**src/rtl/timer_pkg.sv**
```systemverilog
package timer_pkg;

    localparam int BYTE_W  = 8;
    localparam int CNT_W   = 2 * BYTE_W;
    localparam int SCALE_W = 2;
    localparam int PS_W    = (1 << SCALE_W) - 1;
    localparam int SRC_DIV = 4;

    typedef enum logic [1:0] {
        SRC_INTERNAL  = 2'd0,
        SRC_WAIT_FALL = 2'd1,
        SRC_ARMED     = 2'd2
    } src_state_t;

    typedef enum logic [1:0] {
        ADDR_LO   = 2'd0,
        ADDR_HI   = 2'd1,
        ADDR_CTRL = 2'd2,
        ADDR_FLAG = 2'd3
    } addr_t;

    typedef struct packed {
        logic               atomic;
        logic               map_hi;
        logic [SCALE_W-1:0] scale;
        logic               map_lo;
        logic               ext_async;
        logic               ext_sel;
        logic               run;
    } ctrl_t;

endpackage

```
**src/rtl/tick_source.sv**
```systemverilog
module tick_source
    import timer_pkg::*;
#(
    parameter int DIV = SRC_DIV
) (
    input  logic clk,
    input  logic rst_n,
    input  logic ext_sel,
    input  logic ext_async,
    input  logic ext_in,
    input  logic restart,
    output logic tick
);
    localparam int PH_W = (DIV > 1) ? $clog2(DIV) : 1;

    logic [PH_W-1:0] phase;
    logic            tick_int;
    logic            sync1, sync2, sync3, raw_q;
    logic            lvl, lvl_prev, rise, fall;
    src_state_t      state, state_nx;

    always_ff @(posedge clk or negedge rst_n) begin
        if (!rst_n) begin
            phase <= '0;
        end else if (restart || phase == PH_W'(DIV - 1)) begin
            phase <= '0;
        end else begin
            phase <= phase + PH_W'(1);
        end
    end

    assign tick_int = (phase == PH_W'(DIV - 1));

    always_ff @(posedge clk or negedge rst_n) begin
        if (!rst_n) begin
            sync1 <= 1'b0;
            sync2 <= 1'b0;
            sync3 <= 1'b0;
            raw_q <= 1'b0;
        end else begin
            sync1 <= ext_in;
            sync2 <= sync1;
            sync3 <= sync2;
            raw_q <= ext_in;
        end
    end

    assign lvl      = ext_async ? ext_in : sync2;
    assign lvl_prev = ext_async ? raw_q  : sync3;
    assign rise     = lvl & ~lvl_prev;
    assign fall     = ~lvl & lvl_prev;

    always_ff @(posedge clk or negedge rst_n) begin
        if (!rst_n) begin
            state <= SRC_INTERNAL;
        end else begin
            state <= state_nx;
        end
    end

    always_comb begin
        state_nx = state;
        unique case (state)
            SRC_INTERNAL:  if (ext_sel) state_nx = SRC_WAIT_FALL;
            SRC_WAIT_FALL: begin
                if (!ext_sel)  state_nx = SRC_INTERNAL;
                else if (fall) state_nx = SRC_ARMED;
            end
            SRC_ARMED:     if (!ext_sel) state_nx = SRC_INTERNAL;
            default:       state_nx = SRC_INTERNAL;
        endcase
    end

    always_comb begin
        unique case (state)
            SRC_INTERNAL:  tick = tick_int;
            SRC_WAIT_FALL: tick = 1'b0;
            SRC_ARMED:     tick = rise;
            default:       tick = 1'b0;
        endcase
    end

endmodule

```
**src/rtl/prescaler.sv**
```systemverilog
module prescaler
    import timer_pkg::*;
(
    input  logic               clk,
    input  logic               rst_n,
    input  logic               tick,
    input  logic               run,
    input  logic [SCALE_W-1:0] scale,
    input  logic               clear,
    output logic               inc
);
    logic [PS_W-1:0] pcnt;
    logic [PS_W-1:0] lim;

    assign lim = (PS_W'(1) << scale) - PS_W'(1);
    assign inc = tick & run & ~clear & (pcnt == lim);

    always_ff @(posedge clk or negedge rst_n) begin
        if (!rst_n) begin
            pcnt <= '0;
        end else if (clear) begin
            pcnt <= '0;
        end else if (tick && run) begin
            pcnt <= (pcnt == lim) ? '0 : pcnt + PS_W'(1);
        end
    end

endmodule

```
**src/rtl/count_core.sv**
```systemverilog
module count_core
    import timer_pkg::*;
(
    input  logic              clk,
    input  logic              rst_n,
    input  logic              inc,
    input  logic              clr,
    input  logic              wr_lo,
    input  logic              wr_hi,
    input  logic              rd_lo,
    input  logic              atomic,
    input  logic [BYTE_W-1:0] wdata,
    output logic [CNT_W-1:0]  count,
    output logic [BYTE_W-1:0] hbuf,
    output logic              wrap
);
    logic wr_direct;

    assign wr_direct = wr_lo | (wr_hi & ~atomic);
    assign wrap      = inc & (&count) & ~wr_direct & ~clr;

    always_ff @(posedge clk or negedge rst_n) begin
        if (!rst_n) begin
            count <= '0;
        end else if (wr_lo) begin
            count <= atomic ? {hbuf, wdata} : {count[CNT_W-1:BYTE_W], wdata};
        end else if (wr_hi && !atomic) begin
            count[CNT_W-1:BYTE_W] <= wdata;
        end else if (clr) begin
            count <= '0;
        end else if (inc) begin
            count <= count + CNT_W'(1);
        end
    end

    always_ff @(posedge clk or negedge rst_n) begin
        if (!rst_n) begin
            hbuf <= '0;
        end else if (wr_hi && atomic) begin
            hbuf <= wdata;
        end else if (rd_lo && atomic) begin
            hbuf <= count[CNT_W-1:BYTE_W];
        end
    end

endmodule

```
**src/rtl/prescaled_timer.sv**
```systemverilog
module prescaled_timer
    import timer_pkg::*;
(
    input  logic              clk,
    input  logic              rst_n,
    input  logic [1:0]        bus_addr,
    input  logic              bus_wr,
    input  logic              bus_rd,
    input  logic [BYTE_W-1:0] bus_wdata,
    output logic [BYTE_W-1:0] bus_rdata,
    input  logic              ext_in,
    input  logic              clr_evt,
    output logic              irq,
    output logic              unit1_sel,
    output logic              unit2_sel
);
    ctrl_t             ctrl_q;
    logic              flag_q;
    logic              wr_lo, wr_hi, wr_ctrl, wr_flag, rd_lo, restart;
    logic              tick, inc, wrap;
    logic [CNT_W-1:0]  count_q;
    logic [BYTE_W-1:0] hbuf;

    assign wr_lo   = bus_wr & (bus_addr == ADDR_LO);
    assign wr_hi   = bus_wr & (bus_addr == ADDR_HI);
    assign wr_ctrl = bus_wr & (bus_addr == ADDR_CTRL);
    assign wr_flag = bus_wr & (bus_addr == ADDR_FLAG);
    assign rd_lo   = bus_rd & (bus_addr == ADDR_LO);
    assign restart = wr_lo | wr_hi | wr_ctrl;

    always_ff @(posedge clk or negedge rst_n) begin
        if (!rst_n) begin
            ctrl_q <= '0;
        end else if (wr_ctrl) begin
            ctrl_q <= ctrl_t'(bus_wdata);
        end
    end

    always_ff @(posedge clk or negedge rst_n) begin
        if (!rst_n) begin
            flag_q <= 1'b0;
        end else if (wrap) begin
            flag_q <= 1'b1;
        end else if (wr_flag) begin
            flag_q <= bus_wdata[0];
        end
    end

    tick_source #(.DIV(SRC_DIV)) src_i (
        .clk       (clk),
        .rst_n     (rst_n),
        .ext_sel   (ctrl_q.ext_sel),
        .ext_async (ctrl_q.ext_async),
        .ext_in    (ext_in),
        .restart   (restart),
        .tick      (tick)
    );

    prescaler pre_i (
        .clk   (clk),
        .rst_n (rst_n),
        .tick  (tick),
        .run   (ctrl_q.run),
        .scale (ctrl_q.scale),
        .clear (restart),
        .inc   (inc)
    );

    count_core core_i (
        .clk    (clk),
        .rst_n  (rst_n),
        .inc    (inc),
        .clr    (clr_evt),
        .wr_lo  (wr_lo),
        .wr_hi  (wr_hi),
        .rd_lo  (rd_lo),
        .atomic (ctrl_q.atomic),
        .wdata  (bus_wdata),
        .count  (count_q),
        .hbuf   (hbuf),
        .wrap   (wrap)
    );

    always_comb begin
        unique case (addr_t'(bus_addr))
            ADDR_LO:   bus_rdata = count_q[BYTE_W-1:0];
            ADDR_HI:   bus_rdata = ctrl_q.atomic ? hbuf : count_q[CNT_W-1:BYTE_W];
            ADDR_CTRL: bus_rdata = ctrl_q;
            ADDR_FLAG: bus_rdata = {{(BYTE_W-1){1'b0}}, flag_q};
            default:   bus_rdata = '0;
        endcase
    end

    assign irq       = flag_q;
    assign unit1_sel = ctrl_q.map_hi;
    assign unit2_sel = ctrl_q.map_hi | ctrl_q.map_lo;

endmodule

```
**config.mk**
```make
export PLATFORM = sky130hd
export DESIGN_NAME = prescaled_timer
export DESIGN_NICKNAME = d
export VERILOG_FILES = /design/src/rtl/timer_pkg.sv /design/src/rtl/tick_source.sv /design/src/rtl/prescaler.sv /design/src/rtl/count_core.sv /design/src/rtl/prescaled_timer.sv
export SDC_FILE = /design/constraint.sdc
export NUM_CORES = 1
export LEC_CHECK = 0
export CAP_MARGIN = 0
export CORE_MARGIN = 2
export CORE_UTILIZATION = 40
export DETAILED_ROUTE_END_ITERATION = 8
export PLACE_DENSITY = 0.6
export SLEW_MARGIN = 0
export SYNTH_ARGS = -nofsm -noshare
export SYNTH_HDL_FRONTEND = slang
export SYNTH_SLANG_ARGS = --single-unit
```
**constraint.sdc**
```tcl
create_clock -name clk -period 2.45 [get_ports clk]
set_input_delay 0.245 -clock clk [delete_from_list [all_inputs] [get_ports clk]]
set_output_delay 0.245 -clock clk [all_outputs]
set_load 0.005 [all_outputs]
```
After elaboration in Yosys (flattened, before gate mapping)
Cells that the tools add are included.
- output and inout bits: 11
- flip-flop bits (word level): 43
- bitwise logic cells: 24
- $add $sub $neg: 4
- reduce and logical (&&, ||, !) cells: 17
- shift operators: 1
- eq/ne operators: 12
- multiplexer cells: 24
- operator list (operator ; count):
    16-bit 2-to-1 mux ; 4
    8-bit 2-to-1 mux ; 5
    8-bit one-hot mux with 4 select lines ; 1
    16-bit by 1-bit adder with 16-bit output (second input constant) ; 1
    16-bit AND reduction ; 1
    1-bit AND ; 14
    2-bit 2-to-1 mux ; 5
    3-bit 2-to-1 mux ; 3
    2-bit equality test (second input constant) ; 4
    2-bit != test (second input constant) ; 3
    1-bit NOT ; 6
    2-bit one-hot mux with 3 select lines ; 1
    2-bit nonzero test ; 3
    2-bit by 1-bit equality test with 1-bit output (second input constant) ; 2
    1-bit logical AND ; 4
    2-bit logical NOT ; 2
    1-bit 2-to-1 mux ; 4
    1-bit bitwise OR ; 4
    2-bit AND reduction ; 2
    4-bit nonzero test ; 1
    3-bit by 1-bit adder with 3-bit output (second input constant) ; 1
    3-bit equality test ; 1
    3-bit by 2-bit != test with 1-bit output (second input constant) ; 1
    3-bit AND reduction ; 1
    other kinds (8) ; 8

Logic depth before layout (Yosys ltp)
- depth in word-level cells: 11
- mapped depth: 8
- gate-level depth less buffers: 7

Modules after synthesis
Synthesis repeated with hierarchy kept, for this count alone.
- cell total of the unflattened synthesis: 307
- area total of the unflattened synthesis: 2835.2 µm²
- modules (own cells, without submodules) (module ; instances ; cells each ; area an instance (µm²)):
    count_core ; 1 ; 197 ; 1661.6
    prescaled_timer ; 1 ; 63 ; 655.6
    tick_source ; 1 ; 22 ; 281.5
    prescaler ; 1 ; 25 ; 236.5

Worst setup path before layout
No wires, ideal clock.
- path type: reg2reg
- from: register ctrl_q[5] (netlist bit)
- to: register core_i.count[11]
- setup slack: 447 ps
- stages on the path, launching flop included: 8
- arrival time: 1917 ps
- library setup time: 87 ps
- period minus slack after synthesis: 2003 ps
- required time: 2363 ps
- cell sequence: dfrtp_1 -> nor3_1 -> o211ai_1 -> and3_4 -> or3_1 -> clkbuf_2 -> or4_1 -> o211ai_1
- word-level cells in the longest chain between the ends: 6
- RTL lines (what ; line ; RTL):
    from (decl) ; prescaled_timer.sv:17 ; ctrl_t ctrl_q;
    from (signal assigned) ; prescaled_timer.sv:35 ; ctrl_q <= ctrl_t'(bus_wdata);
    1-bit by 2-bit left shift with 3-bit output ; prescaler.sv:15 ; assign lim = (PS_W'(1) << scale) - PS_W'(1);
    3-bit by 2-bit subtractor with 3-bit output ; prescaler.sv:15 ;
    3-bit equality test ; prescaler.sv:16 ; assign inc = tick & run & ~clear & (pcnt == lim);
    1-bit AND ; prescaler.sv:16 ;
    4-bit nonzero test (no source line) ; n/a ;
    2-bit AND reduction (no source line) ; n/a ;
    to (signal assigned) ; count_core.sv:26 ; count <= atomic ? {hbuf, wdata} : {count[CNT_W-1:BYTE_W], wdata};
    to (signal, indexed assignment) ; count_core.sv:28 ; count[CNT_W-1:BYTE_W] <= wdata;
    to (signal assigned) ; count_core.sv:32 ; count <= count + CNT_W'(1);
    to (decl) ; count_core.sv:13 ; output logic [CNT_W-1:0] count,
No other way between the ends.
A chain may end at the register's enable or synchronous reset.

Worst setup path in the final report
- from: register ctrl_q[7] (netlist bit)
- to: output bus_rdata[4]
- word-level cells in the longest chain between the ends: 2
- RTL lines (what ; line ; RTL):
    8-bit 2-to-1 mux ; prescaled_timer.sv:87 ; ADDR_HI: bus_rdata = ctrl_q.atomic ? hbuf : count_q[CNT_W-1:BYTE_W];
    8-bit one-hot mux with 4 select lines ; prescaled_timer.sv:85 ; unique case (addr_t'(bus_addr))
    to (decl) ; prescaled_timer.sv:10 ; output logic [BYTE_W-1:0] bus_rdata,
No other way between the ends.

==> results.ini <==
[floorplanning]
start_util = 0.407
io_pins = 27
coreArea_um2 = 6720
row_count = 30
dieWidth_um = 86.7
die_y_um = 86.7
die_area_um2 = 7520

[yosys]
synth_edf_count = 0
yosys_register_bits = 43
yosysSeqAreaShare = 0.393
ys.flop_type = dfrtp_1
yosysWarningCount = 0
synth_cells = 322
synthDistinctLibCells = 51
synth-async-reset-ratio = 1.00
avgSynthCellArea_um2 = 8.49
syn_nets = 341
synth.cell_area_um2 = 2740

[clock_tree]
cts.sinks = 43
htree_levels = 2
path_clk_slew_ns = 0.09
ctsLongestPathBuffers = 2
clockRootBuffer = clkbuf_8
cts_buffers = 5
clock_latency_ns = 0.30
tritoncts = done
cts_setup_buffers = 0
cts_resized = 0

[route]
ant_nets = 0
vias_per_cell = 5.98
routedWlPerCell_um = 17.9
dr.pass1.iters = 5
drtIter0Drc = 257
post-route-drc-count = 0
wirelength_um = 8140
vias = 2723

[final_layout]
syn2layout_area_growth_pct = 24.2
drive_gt1_frac = 0.147
diodes = 0
final_util = 0.506
filler_cell_count = 662
final_net_count = 393

[sta]
skew_ns = 0.00589
tns_ns = 0
slew_headroom = 0.651
slew_violations = 0
worstMarginPinSlew_ns = 0.520
grt_setup_unrepaired = no
min_period_ns = 2.37
fmax_ghz = 0.422
hold_viol_final = 0
setup_viol = 0
period_share = 0.967

[placed_design]
hpwl_um = 6120
port_buffers = 26
place.gp.congestion = 0.936

[pwr]
powerDensity_nw_per_um2 = 637
ir_worst_vdd_mv = 0.318
p_leak_nw = 1.45

[setup_path]
critical_path.max_fanout = 19
crit_type = reg2out
r2r_cells = 6
worstPathRequired_ns = 2.20
rr_startpoint = ctrl_q[5]
regToRegSetupSlack_ns = 0.32
end_kind = primary output
reg2reg_to = core_i.count[11]
startpoint_type = flip-flop
critPathArrivalTime_ns = 2.12

[grt]
antenna_found_initial = 0
grt_pass1_wl_um = 13300
grt_use_total = 0.228
grt_pass1_vias = 2537
gr-total-overflow = 0
grt_max_degree = 25

[worst_hold_path]
hold_path_end = src_i.sync3
hold_class = reg2reg
min_path_cells = 0
holdCritStartpoint = src_i.sync2

[status]
outcome = complete, no violations

[job]
drv_cap = 0

-- worst max-delay path by stage --
stage                      from  slack (ns)  cells past startpoint          endpoint
detailed placement  bus_addr[0]        0.13                      7      bus_rdata[4]
floorplan             ctrl_q[5]        0.45                      7  core_i.count[11]
CTS                   ctrl_q[7]        0.11                      6      bus_rdata[4]
global route          ctrl_q[7]        0.04                      6      bus_rdata[4]
finish                ctrl_q[7]        0.08                      6      bus_rdata[4]
global placement    bus_addr[0]        0.14                      7      bus_rdata[4]
-- placed cells by master, fill, tap and decap left out, types with 9 or more instances in the layout --
master and n:
a21oi_1 34, buf_4 32, clkdlybuf4s50_1 25, dfrtp_1 43, mux2_2 9, mux2i_1 20, nand2_1 35, nand3_1 15
nor2_1 37, nor3_1 18, o21ai_0 17
-- Yosys cell counts, types with 6 or more instances --
| cell type | instances | area share |
|---|---|---|
| clkbuf_1 | 10 | 0.014 |
| a21oi_1 | 34 | 0.062 |
| mux2_2 | 9 | 0.037 |
| dfrtp_1 | 43 | 0.39 |
| mux2i_1 | 20 | 0.073 |
| inv_1 | 7 | 0.0096 |
| nand3_1 | 15 | 0.027 |
| o211ai_1 | 6 | 0.016 |
| nor3_1 | 18 | 0.033 |
| o21ai_0 | 17 | 0.031 |
| nor2_1 | 37 | 0.051 |
| nand2_1 | 35 | 0.048 |
-- through the flow --
| stage | cells | setup WS, ns | area [um^2] | power, mW | hold WS [ns] |
|---|---|---|---|---|---|
| 6_report | 455 | 0.0815 | 3400 | 2.16 | 0.409 |
| 3_5_place_dp | 446 | 0.125 | 3290 | 1.68 | 0.245 |
| 2_1_floorplan | 322 | 0.447 | 2740 | 1.37 | -0.0506 |
| 3_3_place_gp | 446 | 0.139 | 3290 | 1.67 | 0.242 |
| 4_1_cts | 455 | 0.115 | 3400 | 2.17 | 0.411 |
| 5_1_grt | 455 | 0.0356 | 3400 | 2.30 | 0.424 |
-- what timing repair did --
action / CTS / global route
hold buffers: 1 / 0
endpoints found under the hold margin: 43 / 0
setup endpoints to repair: 0 / 0
-- critical path, cell delays in order (launching register included) --
cell             delay (ns)
dfrtp_1                0.45
buf_12                 0.19
mux2i_1                0.14
nor2_1                 0.09
a21oi_1                0.04
o21ai_0                0.32
clkdlybuf4s50_1        0.57
-- area by class of cell --
| class | count | area (um^2) | area share |
|---|---|---|---|
| multi-input cells | 257 | 1570 | 0.463 |
| clock inverters | 1 | 8.76 | 0.00258 |
| repair buffers | 60 | 526 | 0.155 |
| clock buffers | 7 | 86.3 | 0.0254 |
| inverters | 7 | 26.3 | 0.00773 |
| flip-flops and latches | 43 | 1080 | 0.317 |
| well taps | 80 | 100 | 0.0295 |
-- metal layers --
metal  vias to the layer above  share of wire  global-route usage  routed length, um
li1                       1292              -                   -                  -
met1                      1301           0.48               0.342               3880
met2                       120           0.44               0.339               3590
met3                        10          0.069              0.0419                560
met4                         0          0.014              0.0597                110
met5                         -              0                   0                  0
-- state kept, by name (all words and copies together) (netlist names), 2 cells and up --
signal and flops:
core_i.count 16, core_i.hbuf 8, ctrl_q 7, pre_i.pcnt 3, src_i.phase 2, src_i.state 2
-- logic make-up (layout without fill, tap and decap cells) --
| kind of cell | Yosys count | in the layout | synth area share |
|---|---|---|---|
| muxes | 30 | 30 | 0.118 |
| DFF | 43 | 43 | 0.393 |
| AOI/OAI and AO/OA | 90 | 90 | 0.211 |
| and+or+nand+nor | 134 | 134 | 0.232 |
| buffers and inverters | 22 | 75 | 0.0311 |
| adders and majority gates | 3 | 3 | 0.0137 |
-- where the power goes --
part / switching [mW] / internal (mW) / leakage (nW)
clock network: 0.256 / 0.231 / 0.0484
registers: 0.160 / 0.846 / 0.541
logic: 0.322 / 0.350 / 0.859
total: 0.737 / 1.43 / 1.45
Power figures use the tool's default switching activity.
